**config.mk**
```make
export PLATFORM = sky130hd
export DESIGN_NAME = dsel_motor_seq
export DESIGN_NICKNAME = d
export VERILOG_FILES = /design/src/rtl/dsm_pkg.sv /design/src/rtl/dsm_timer.sv /design/src/rtl/dsm_od_out.sv /design/src/rtl/dsel_motor_seq.sv
export SDC_FILE = /design/constraint.sdc
export NUM_CORES = 1
export LEC_CHECK = 0
export BUFFER_PORTS_ARGS = -buffer_cell sky130_fd_sc_hd__buf_2
export CORE_MARGIN = 2
export CORE_UTILIZATION = 40
export CTS_BUF_LIST = sky130_fd_sc_hd__clkbuf_8
export DETAILED_ROUTE_END_ITERATION = 8
export HOLD_SLACK_MARGIN = 0.1
export PLACE_DENSITY = 0.65
export SYNTH_ARGS = -nofsm -noshare
export SYNTH_HDL_FRONTEND = slang
export SYNTH_SLANG_ARGS = --single-unit
```
**constraint.sdc**
```tcl
create_clock -name clk -period 2.4 [get_ports clk]
set_input_delay 0.48 -clock clk [delete_from_list [all_inputs] [get_ports clk]]
set_output_delay 0.48 -clock clk [all_outputs]
set_load 0.01 [all_outputs]
```
**src/rtl/dsm_pkg.sv**
```systemverilog
package dsm_pkg;

    localparam int DLY_W = 24;
    localparam int N_LINES = 2;

    typedef enum logic [2:0] {
        OP_NONE      = 3'd0,
        OP_SELECT    = 3'd1,
        OP_DESELECT  = 3'd2,
        OP_MOTOR_ON  = 3'd3,
        OP_MOTOR_OFF = 3'd4,
        OP_BUS_RESET = 3'd5
    } dsm_op_e;

    // Internal line state: 1 = asserted (pin pulled low)
    typedef struct packed {
        logic sel;
        logic mot;
    } dsm_lines_t;

    function automatic logic op_legal(input logic [2:0] op);
        return (op >= 3'd1) && (op <= 3'd5);
    endfunction

    function automatic dsm_lines_t next_lines(input dsm_op_e op, input dsm_lines_t cur);
        dsm_lines_t n;
        n = cur;
        case (op)
            OP_SELECT:    n.sel = 1'b1;
            OP_DESELECT:  n.sel = 1'b0;
            OP_MOTOR_ON:  n.mot = 1'b1;
            OP_MOTOR_OFF: n.mot = 1'b0;
            OP_BUS_RESET: begin
                n.sel = 1'b0;
                n.mot = 1'b0;
            end
            default: n = cur;
        endcase
        return n;
    endfunction

endpackage

```
**src/rtl/dsm_timer.sv**
```systemverilog
module dsm_timer #(
    parameter int W = dsm_pkg::DLY_W
) (
    input  logic         clk,
    input  logic         rst,
    input  logic         load,
    input  logic [W-1:0] load_val,
    output logic         expired
);
    logic [W-1:0] cnt_q;
    logic         run_q;

    assign expired = run_q && (cnt_q == '0);

    always_ff @(posedge clk) begin
        if (rst) begin
            cnt_q <= '0;
            run_q <= 1'b0;
        end else if (load) begin
            cnt_q <= load_val;
            run_q <= 1'b1;
        end else if (expired) begin
            run_q <= 1'b0;
        end else if (run_q) begin
            cnt_q <= cnt_q - 1'b1;
        end
    end

    AST_CNT_STEP: assert property (@(posedge clk) disable iff (rst)
        (run_q && cnt_q != '0 && !load) |=> (cnt_q == $past(cnt_q) - 1'b1));

endmodule

```
**src/rtl/dsm_od_out.sv**
```systemverilog
module dsm_od_out #(
    parameter int N = dsm_pkg::N_LINES
) (
    input  logic         clk,
    input  logic         rst,
    input  logic         upd,
    input  logic [N-1:0] nxt_asserted,
    output logic [N-1:0] cur_asserted,
    output logic [N-1:0] pin_n
);
    logic [N-1:0] q;

    always_ff @(posedge clk) begin
        if (rst)      q <= '0;
        else if (upd) q <= nxt_asserted;
    end

    assign cur_asserted = q;

    // Open-drain style: asserted drives low, released reads high
    for (genvar i = 0; i < N; i++) begin : g_pin
        assign pin_n[i] = ~q[i];
    end

endmodule

```
**src/rtl/dsel_motor_seq.sv**
```systemverilog
module dsel_motor_seq
    import dsm_pkg::*;
#(
    parameter int DW = DLY_W
) (
    input  logic          clk,
    input  logic          rst,
    input  logic          cmd_valid,
    input  logic [2:0]    cmd_op,
    input  logic [DW-1:0] sel_dly_cyc,
    input  logic [DW-1:0] mot_dly_cyc,
    output logic          busy,
    output logic          ack,
    output logic          sel_n,
    output logic          mot_n
);
    dsm_op_e    op;
    logic       legal;
    logic       accept;
    logic       expired;
    dsm_lines_t cur_l;
    dsm_lines_t nxt_l;
    logic [DW-1:0] wait_cyc;
    logic [N_LINES-1:0] pins_n;
    logic busy_q, ack_q;

    assign op     = dsm_op_e'(cmd_op);
    assign legal  = op_legal(cmd_op);
    assign accept = cmd_valid && !busy_q && legal;
    assign nxt_l  = next_lines(op, cur_l);

    always_comb begin
        wait_cyc = '0;
        if (op == OP_SELECT)
            wait_cyc = sel_dly_cyc;
        else if (op == OP_MOTOR_ON && !cur_l.mot)
            wait_cyc = mot_dly_cyc;
    end

    dsm_od_out #(.N(N_LINES)) u_lines (
        .clk          (clk),
        .rst          (rst),
        .upd          (accept),
        .nxt_asserted (nxt_l),
        .cur_asserted (cur_l),
        .pin_n        (pins_n)
    );

    dsm_timer #(.W(DW)) u_timer (
        .clk      (clk),
        .rst      (rst),
        .load     (accept),
        .load_val (wait_cyc),
        .expired  (expired)
    );

    always_ff @(posedge clk) begin
        if (rst) begin
            busy_q <= 1'b0;
            ack_q  <= 1'b0;
        end else begin
            ack_q <= expired;
            if (accept)       busy_q <= 1'b1;
            else if (expired) busy_q <= 1'b0;
        end
    end

    assign busy  = busy_q;
    assign ack   = ack_q;
    assign sel_n = pins_n[1];
    assign mot_n = pins_n[0];

    AST_ACK_PULSE: assert property (@(posedge clk) disable iff (rst)
        ack |=> !ack);
    AST_BUSY_END_ACK: assert property (@(posedge clk) disable iff (rst)
        $fell(busy) |-> ack);
    AST_ACK_AFTER_BUSY: assert property (@(posedge clk) disable iff (rst)
        ack |-> $past(busy));
    AST_LINES_HOLD: assert property (@(posedge clk) disable iff (rst)
        busy |=> ($stable(sel_n) && $stable(mot_n)));
    AST_ILLEGAL_NOP: assert property (@(posedge clk) disable iff (rst)
        (cmd_valid && !busy && !legal) |=> !busy);
    AST_SEL_DRIVE: assert property (@(posedge clk) disable iff (rst)
        (accept && op == OP_SELECT) |=> !sel_n);
    AST_RESET_LINES: assert property (@(posedge clk) disable iff (rst)
        (accept && op == OP_BUS_RESET) |=> (sel_n && mot_n));
    AST_OFF_FAST: assert property (@(posedge clk) disable iff (rst)
        (accept && op == OP_MOTOR_OFF) |-> ##2 ack);

endmodule

```
; After elaboration in Yosys (flattened, before gate mapping)
; Index checks and enable logic that the tools add are counted.
; Widths: inputs -> output; s select.
[op_classes]
eq_ne = 6
div = 0
reduce_logical = 17
n_mul = 0
n_lt_le_gt_ge = 2
n_mux = 9
bitwise_logic = 2
addsub = 1
n_shift = 0
[op_table]
columns = cell, n
row1 = $mux 24, 5
row2 = $logic_not 24->1, 1
row3 = $sub 24x1->24 const B, 1
row4 = $reduce_bool 2->1, 4
row5 = $eq 3x2->1 const B, 2
row6 = $eq 3x3->1 const B, 2
row7 = $reduce_and 2->1, 3
row8 = $logic_and 1x1->1, 5
row9 = $pmux 1 s2, 2
row10 = $reduce_or 2->1, 2
row11 = $eq 3x1->1 const B, 1
row12 = $ge 3x1->1 const B, 1
row13 = $le 3x3->1 const B, 1
row14 = $logic_not 1->1, 2
row15 = $mux 1, 2
row16 = $ne 2x2->1 const B, 1
row17 = $not 1->1, 2
[totals]
register_bits = 28
mem_count = 0
romBits = 0
latchBits = 0
wordCells = 42
ram_bits = 0

; Longest topological paths before layout
; Gate-level depths: netlist (run 1).
[logic_depth]
word_depth = 5
mapped_depth = 8
ltp_nobuf = 7

; Cells and area by module
; From an unflattened synthesis (run 1), not the netlist that was laid out.
[hier_totals]
hier_cells = 240
hier_area_um2 = 2025.7
[by_module_without_submodules]
columns = module, n_inst, area_each_um2, cells_each, seq_area_each_um2
row1 = dsm_timer, 1, 1526.5, 185, 500.5
row2 = dsel_motor_seq, 1, 424.2, 47, 40.0
row3 = dsm_od_out, 1, 75.1, 8, 40.0

; Worst setup path before layout (run 1)
; OpenSTA, ideal clock, no wires.
[synth_timing]
path_type = flip-flop to flip-flop
from = register u_timer.cnt_q[0]
to = register u_timer.cnt_q[18]
setup_slack_ps = 56
synth_period_minus_slack_ps = 2344
stages_incl_launch_ff = 9
t_arrival_ps = 2212
setup_time_ps = 132
cell_sequence = dfxtp_1 inv_1 ha_1 or3b_2 clkbuf_1 or4_4 or4_4 o211ai_2 a21oi_1
[synth_via]
elab_chain_cells = 4
elab_cells_between_ends = 8
classes_between = 1 x add/sub / 1 x eq/ne / 3 x mux / 3 x reduce/logical
[synth_lines]
columns = element, line_no
row1 = from (decl), dsm_timer.sv:10  ; logic [W-1:0] cnt_q;
row2 = from (signal assigned), dsm_timer.sv:20  ; cnt_q <= load_val;
row3 = from (signal assigned), dsm_timer.sv:25  ; cnt_q <= cnt_q - 1'b1;
row4 = $sub 24x1->24 / $logic_not 24->1 (equally long branches), "dsm_timer.sv:25, dsm_timer.sv:13"
row5 = $mux 24 / $logic_and 1x1->1 (equally long branches), "dsm_timer.sv:24, dsm_timer.sv:13"
row6 = $mux 24 / $ne 2x2->1 (equally long branches), -
row7 = $mux 24 / $reduce_and 2->1 (equally long branches), -
; Parallel ways exist; a longest one is shown, timed or not. The select of a mux whose other input is x is not followed.
; A chain may end at the register's enable or synchronous reset.

; Worst setup path after layout (run 1)
[layout_timing]
from = register u_timer.cnt_q[7]
to = register u_timer.cnt_q[18]
; The elaborated chain is that of the path after synthesis.

==> results.txt, run 1 <==
First-pass GRT wire length -> 9.018 mm
Tot GR Track Use -> 21.17%
Syn nets -> 292
Initial core utilization -> 41.41%
Final core utilization -> 53.47%
Iter 0 DRT Violations -> 193
Final ANT Viol Nets -> 0
Die Wd -> 73.70 µm
FMAX -> 429.3 MHz
Family with the most delay on the worst path -> simple AND/OR/NAND/NOR gates
Worst reg2reg endpoint -> u_timer.cnt_q[18]
Warnings, synthesis -> 0
Worst Path Max Fanout -> 8
Worst hold path depth -> 3
Vias per cell -> 6.216
CP arrival -> 2.49 ns
Antenna Cells -> 0
Sw Pwr -> 739.3 µW
Final worst path period share -> 97.05%
WS Path Type -> reg -> reg
Area leader, netlist -> dfxtp_1
Initial antenna violation count -> 0
Worst vdd ir -> 0.3757 mV
Combinational Power Share -> 48.7%
Final setup viols -> 0
Register share of total power -> 31.4%
Commonest register cell after synthesis -> dfxtp_1
Final Hold Viols -> 0
Count of buffer and inverter cells on the critical path -> 0
Leak -> 1.030 nW
Critical path required time -> 2.57 ns
H-tree depth -> 1
Gpl congestion -> 0.7949
Switch share -> 37.93%
Max-slew headroom -> 69.81%
Reg-to-reg slack, setup -> 0.07 ns
Area contributors post-synth -> dfxtp_1 29%, a222oi_1 5.2%, a21oi_1 4.9%
Root Buffer -> clkbuf_8
Vias in the first global route -> 1876
Hold Path Origin -> mot_dly_cyc[1]
Flops & latches, synth -> 28
Routed wire length -> 5.677 mm
Area share of the largest cell type after synthesis -> 28.85%
Clock slew at reported path FFs -> 0.11 ns
Commonest non-fill, non-tap cell in the layout -> buf_2
Fraction of registers with async set/reset -> 0%
R2R depth -> 5
Internal -> 1.210 mW
PortBufs -> 57
Pwr dens -> 776.9 nW/µm²
Non-filler cells, final -> 356
Yosys cell types -> 54
Worst Hold Class -> in -> reg
Vias -> 2213
Post-CTS Hold Buffers -> 0
Commonest cells after routing, fill and taps aside -> 57 x buf_2, 27 x dfxtp_1, 23 x buf_4, 19 x a21oi_1, 15 x nor2_1
Final worst setup slack -> 0.07071 ns
Worst-margin pin slew -> 0.4518 ns
Layout area overhead -> 29.11%
Register area share after synthesis -> 28.85%
Clock share of power -> 19.9%
CORE AREA -> 4692 µm²
Die height -> 73.70 µm
Post-Syn Area -> 1943 µm²
Worst slack, placed -> 0.02484 ns
Cts bufs inserted -> 3
Worst Skew -> 0.005896 ns
CP endpoint kind -> register
Clock Sink Count -> 28
Post-DP HPWL -> 4.208 mm
Crit path time final -> 2.329 ns
Drt drc -> 0
CTS tree -> done
Number of synthesized flops with an enable pin -> 0
Fin. max-slew vios -> 0
Critical path's slowest cell -> or4_4
Crit-path cells -> or4_4 -> or4_4 -> or4_4 -> o211ai_2 -> a21oi_1
Total of max-cap violations -> 0
RR Startpoint -> u_timer.cnt_q[7]
Crit-path max cell delay -> 0.64 ns
Drt wl/cell -> 15.95 µm
Die area -> 5431 µm²
Length of the first detailed-routing pass in iterations -> 6
Hold EP -> u_timer.cnt_q[1]
Clk_lat worst skew -> 0.28 ns
CP startpoint kind -> register
Largest net degree at the start of global routing -> 21
Clock tree buffer depth -> 2
# rows -> 25
Status -> finished clean
Avg Cell Area, Syn -> 8.234 µm²
Fraction of layout cells with a size suffix above 1 -> 35.43%
Setup TNS -> 0 ns
Post-Place Cells -> 351
# nets final -> 359
Critical path's most frequent cell -> or4_4
I/O pin count -> 58
Synth Instances -> 236
RSZ-0062 raised after global routing -> yes
Remaining Overflow, GRT -> 0
## metal layers
metal	track usage, %	vias to the layer above	wire (µm)
met5	0	-	0
met4	5.455	0	58
met3	2.606	6	292
met2	32.44	79	2614
met1	31.24	1041	2711
li1	-	1087	-
## cells by family after synthesis
group / after synthesis / synth area share [%]
AND/OR/NAND/NOR: 82 / 25.69
adder cells (fa/ha/maj): 2 / 1.288
AO/OA/AOI/OAI: 93 / 36.19
buffers and inverters: 25 / 5.280
XOR/XNOR: 6 / 2.704
flip-flops: 28 / 28.85
## stage by stage
| stage | hold WS (ns) | total power [mW] | instance area (µm²) |
|---|---|---|---|
| finish | 0.4698 | 1.949 | 2509 |
| global route | 0.4918 | 2.077 | 2509 |
| CTS | 0.4542 | 1.925 | 2481 |
| floorplan | 0.4538 | 1.247 | 1943 |
| global placement | 0.4629 | 1.531 | 2410 |
| detailed placement | 0.4745 | 1.536 | 2410 |
## worst reg2reg max path, stage by stage (launching register included)
cell,delay (ns)
dfxtp_1,0.38
or4_4,0.64
or4_4,0.56
or4_4,0.43
o211ai_2,0.14
a21oi_1,0.07
## cell type report
type / count / area (µm²)
Fill cell: 465 / 2183
Multi-Input combinational cell: 183 / 1308
Sequential cell: 28 / 561.8
Timing Repair Buffer: 81 / 478.0
Tap cell: 54 / 67.56
Clock buffer: 3 / 41.29
Clock inverter: 1 / 30.03
Inverter: 6 / 22.52
## worst max-delay path by stage
| stage | start | to | cells past startpoint |
|---|---|---|---|
| 3_5_place_dp | u_timer.cnt_q[0] | u_timer.cnt_q[13] | 8 |
| 2_1_floorplan | u_timer.cnt_q[0] | u_timer.cnt_q[18] | 8 |
| 3_3_place_gp | u_timer.cnt_q[0] | u_timer.cnt_q[13] | 8 |
| 6_report | u_timer.cnt_q[7] | u_timer.cnt_q[18] | 5 |
| 5_1_grt | u_timer.cnt_q[1] | u_timer.cnt_q[22] | 9 |
| 4_1_cts | u_timer.cnt_q[0] | u_timer.cnt_q[13] | 8 |
## power by group through the flow
| stage | Clock (mW) | Combinational (mW) | Sequential (mW) |
|---|---|---|---|
| floorplan | 0 | 0.647 | 0.601 |
| global placement | 0 | 0.914 | 0.617 |
| detailed placement | 0 | 0.917 | 0.620 |
| CTS | 0.395 | 0.921 | 0.609 |
| global route | 0.409 | 1.04 | 0.624 |
| finish | 0.388 | 0.949 | 0.613 |
## Yosys cell counts, drive strengths merged, types with 2 or more instances
| cell type | number |
|---|---|
| a31o | 2 |
| o21ai | 15 |
| nand2b | 2 |
| a22oi | 6 |
| a211oi | 7 |
| inv | 6 |
| nor3 | 7 |
| nor2 | 15 |
| or3 | 6 |
| or4 | 8 |
| a222oi | 10 |
| a221o | 5 |
| clkbuf | 17 |
| a221oi | 3 |
| xnor2 | 2 |
| o221ai | 2 |
| ha | 2 |
| nand3 | 7 |
| xor2 | 4 |
| a32o | 2 |
| a22o | 5 |
| buf | 2 |
| a31oi | 3 |
| or3b | 2 |
| nand2 | 9 |
| and2 | 3 |
| nor4 | 9 |
| o31ai | 5 |
| a21oi | 20 |
| and3 | 4 |
| nor2b | 3 |
| dfxtp | 28 |
## state kept, by name, summed over array words and instances (netlist names)
signal / count
u_timer.run_q: 1
u_timer.cnt_q: 24
ack: 1
u_lines.cur_asserted: 2
## timing repair
action / in CTS / in global routing
setup buffers: 0 / 1
endpoints found under the setup margin: 0 / 11
endpoints found under the hold margin: 0 / 0
gates resized for setup: 0 / 6
(Power assumes the default switching activity.)
==> run 2, diff against run 1 <==
--- a/config.mk
+++ b/config.mk
@@ -7,11 +7,12 @@
 export LEC_CHECK = 0
 export BUFFER_PORTS_ARGS = -buffer_cell sky130_fd_sc_hd__buf_2
 export CORE_MARGIN = 2
-export CORE_UTILIZATION = 40
+export CORE_UTILIZATION = 35
 export CTS_BUF_LIST = sky130_fd_sc_hd__clkbuf_8
 export DETAILED_ROUTE_END_ITERATION = 8
 export HOLD_SLACK_MARGIN = 0.1
-export PLACE_DENSITY = 0.65
+export PLACE_DENSITY = 0.58
 export SYNTH_ARGS = -nofsm -noshare
 export SYNTH_HDL_FRONTEND = slang
+export SYNTH_HIERARCHICAL = 1
 export SYNTH_SLANG_ARGS = --single-unit
==> results.txt, run 2 <==
Synth Instances -> 240
Hold Path Origin -> mot_dly_cyc[22]
Top cells by count, synth -> 29 x dfxtp_1, 24 x a22o_1, 18 x nor2_1, 12 x a21oi_1, 12 x nand2_1
First-pass GRT wire length -> 8.452 mm
Post-DP HPWL -> 3.829 mm
Max-slew headroom -> 63.27%
Gpl congestion -> 0.8217
Switch share -> 33.77%
Number of synthesized flops with an enable pin -> 0
Setup TNS -> 0 ns
Yosys cell types -> 47
Clk_lat worst skew -> 0.28 ns
Commonest non-fill, non-tap cell in the layout -> buf_2
Initial core utilization -> 36.56%
RR Startpoint -> u_timer/cnt_q[0]
Avg Cell Area, Syn -> 8.440 µm²
Root Buffer -> clkbuf_8
Vias per cell -> 5.335
Warnings, synthesis -> 6
Post-CTS Hold Buffers -> 0
Hold EP -> u_timer/cnt_q[22]
Final setup viols -> 0
Count of buffer and inverter cells on the critical path -> 1
Die Wd -> 80.08 µm
Register area -> 580.6 µm²
Register share of total power -> 38.4%
FMAX -> 473.6 MHz
Clock share of power -> 29.0%
Worst vdd ir -> 0.3011 mV
Die area -> 6412 µm²
Area share of the largest cell type after synthesis -> 28.66%
Area leader, netlist -> dfxtp_1
Final Hold Viols -> 0
Tot GR Track Use -> 16.78%
Routed wire length -> 5.161 mm
Reg-to-reg slack, setup -> 0.29 ns
Post-CTS Resized -> 0
Iter 0 DRT Violations -> 80
WS Path Type -> reg -> reg
Post-CTS setup buffers -> 0
Pwr dens -> 620.9 nW/µm²
Post-Syn Area -> 2026 µm²
Remaining Overflow, GRT -> 0
RSZ-0062 raised after global routing -> no
Fillers -> 601
Max reg flops -> 24
Leak -> 0.9754 nW
Syn nets -> 296
Cts bufs inserted -> 5
CORE AREA -> 5540 µm²
Area contributors post-synth -> dfxtp_1 29%, a22o_1 10%, xnor2_1 4.8%
Worst Hold Class -> in -> reg
Fin. max-slew vios -> 0
Worst Skew -> 0.005196 ns
CP arrival -> 2.30 ns
Die height -> 80.08 µm
# rows -> 27
H-tree depth -> 2
Drt drc -> 0
R2R depth -> 7
Crit-path max cell delay -> 0.37 ns
Antenna Cells -> 0
Final worst path period share -> 87.99%
Length of the first detailed-routing pass in iterations -> 4
Internal -> 1.022 mW
Fraction of registers with async set/reset -> 0%
CP startpoint kind -> register
# nets final -> 353
Register area share after synthesis -> 28.66%
Combinational Power Share -> 32.6%
Multi-input gate area -> 1319 µm²
Initial antenna violation count -> 0
Total of max-cap violations -> 0
Vias in the first global route -> 1890
Critical path required time -> 2.59 ns
Flops & latches, synth -> 29
CP endpoint kind -> register
Top-count cell post-synth -> dfxtp_1
Family with the most delay on the worst path -> simple AND/OR/NAND/NOR gates
I/O pin count -> 58
Fraction of layout cells with a size suffix above 1 -> 29.87%
Crit-path cells -> inv_1 -> ha_1 -> nor4b_1 -> nand4_1 -> o21a_1 -> and4_1 -> nor4_1
Commonest cells after routing, fill and taps aside -> 57 x buf_2, 29 x dfxtp_1, 24 x a22o_1, 18 x nor2_1
PortBufs -> 57
Layout area overhead -> 22.67%
Sw Pwr -> 521.1 µW
Status -> finished clean
Worst-margin pin slew -> 0.5464 ns
Commonest register cell after synthesis -> dfxtp_1
Worst reg2reg endpoint -> u_timer/cnt_q[3]
Vias -> 1974
Worst Path Max Fanout -> 8
Critical path's slowest cell -> o21a_1
Drt wl/cell -> 13.95 µm
Final core utilization -> 44.85%
Worst hold path depth -> 4
Clock Sink Count -> 29
Largest Register -> u_timer/cnt_q
Largest net degree at the start of global routing -> 26
Final ANT Viol Nets -> 0
Clock slew at reported path FFs -> 0.06 ns
CTS tree -> done
Crit path time final -> 2.112 ns
Clock tree buffer depth -> 2
[run 2: cell types whose count changed after synthesis, sizes merged, moves of 6 or more]
| cell | change |
|---|---|
| clkbuf | -8 |
| xnor2 | +9 |
| a22o | +19 |
| a21oi | -8 |
| or4 | -6 |
| a222oi | -10 |
| a22oi | -6 |
[run 2: cell type report]
class | count | share of cell area [%]
Clock buffer | 7 | 3.877
Clock inverter | 1 | 0.2014
Inverter | 11 | 1.662
Multi-Input combinational cell | 184 | 53.07
Sequential cell | 29 | 23.36
Tap cell | 72 | 3.625
Timing Repair Buffer | 66 | 14.20
[run 2: layer usage]
layer	wire, µm	global-route usage (%)	share of wire [%]	up-vias
met5	0	0	0	-
met4	53	5.593	1.0	0
met3	223	3.483	4.3	4
met2	2451	28.58	47	40
met1	2432	20.98	47	918
li1	-	-	-	1012
[run 2: worst min-delay path, stage by stage]
cell and delay (ns):
buf_2 0.08, a22o_1 0.12, nand2_1 0.04, o21ai_0 0.05
[run 2: power by group through the flow]
stage	sequential (mW)	clock (mW)	combinational [mW]
5_1_grt	0.599	0.480	0.561
6_report	0.592	0.448	0.503
4_1_cts	0.592	0.457	0.509
2_1_floorplan	0.586	0	0.377
3_3_place_gp	0.601	0	0.502
3_5_place_dp	0.603	0	0.505
[run 2: stage by stage]
stage	power [mW]	setup WS [ns]	area, µm²	hold slack, ns	std cells
floorplan	0.9624	0.3657	2026	0.5057	240
global placement	1.103	0.3566	2384	0.5346	362
detailed placement	1.108	0.3124	2384	0.5564	362
CTS	1.557	0.2917	2485	0.5224	370
global route	1.640	0.08938	2485	0.5336	370
finish	1.543	0.2883	2485	0.5241	370
[run 2: how the worst max path moves through the flow]
stage                                  from           endpoint  slack (ns)  cells after the start
after floorplan                   cmd_valid   u_timer/cnt_q[0]        0.37                      6
after global placement     u_timer/cnt_q[0]  u_timer/cnt_q[10]        0.36                      8
after detailed placement  u_timer/cnt_q[12]   u_timer/cnt_q[7]        0.31                      5
after CTS                  u_timer/cnt_q[0]   u_timer/cnt_q[7]        0.29                      7
after global routing       u_timer/cnt_q[0]   u_timer/cnt_q[3]        0.09                      7
final                      u_timer/cnt_q[0]   u_timer/cnt_q[3]        0.29                      7
[run 2: cell families (layout without fill, tap and decap cells)]
family                   after synthesis  count (layout)  synth area share [%]
AND/OR/NAND/NOR                       88              88                 27.61
AO/OA/AOI/OAI                         74              74                 26.74
flip-flops                            29              29                 28.66
buffers and inverters                 27              85                 6.979
XOR/XNOR                              18              18                 7.783
adder cells (fa/ha/maj)                2               2                 1.235
multiplexers                           2               2                0.9883
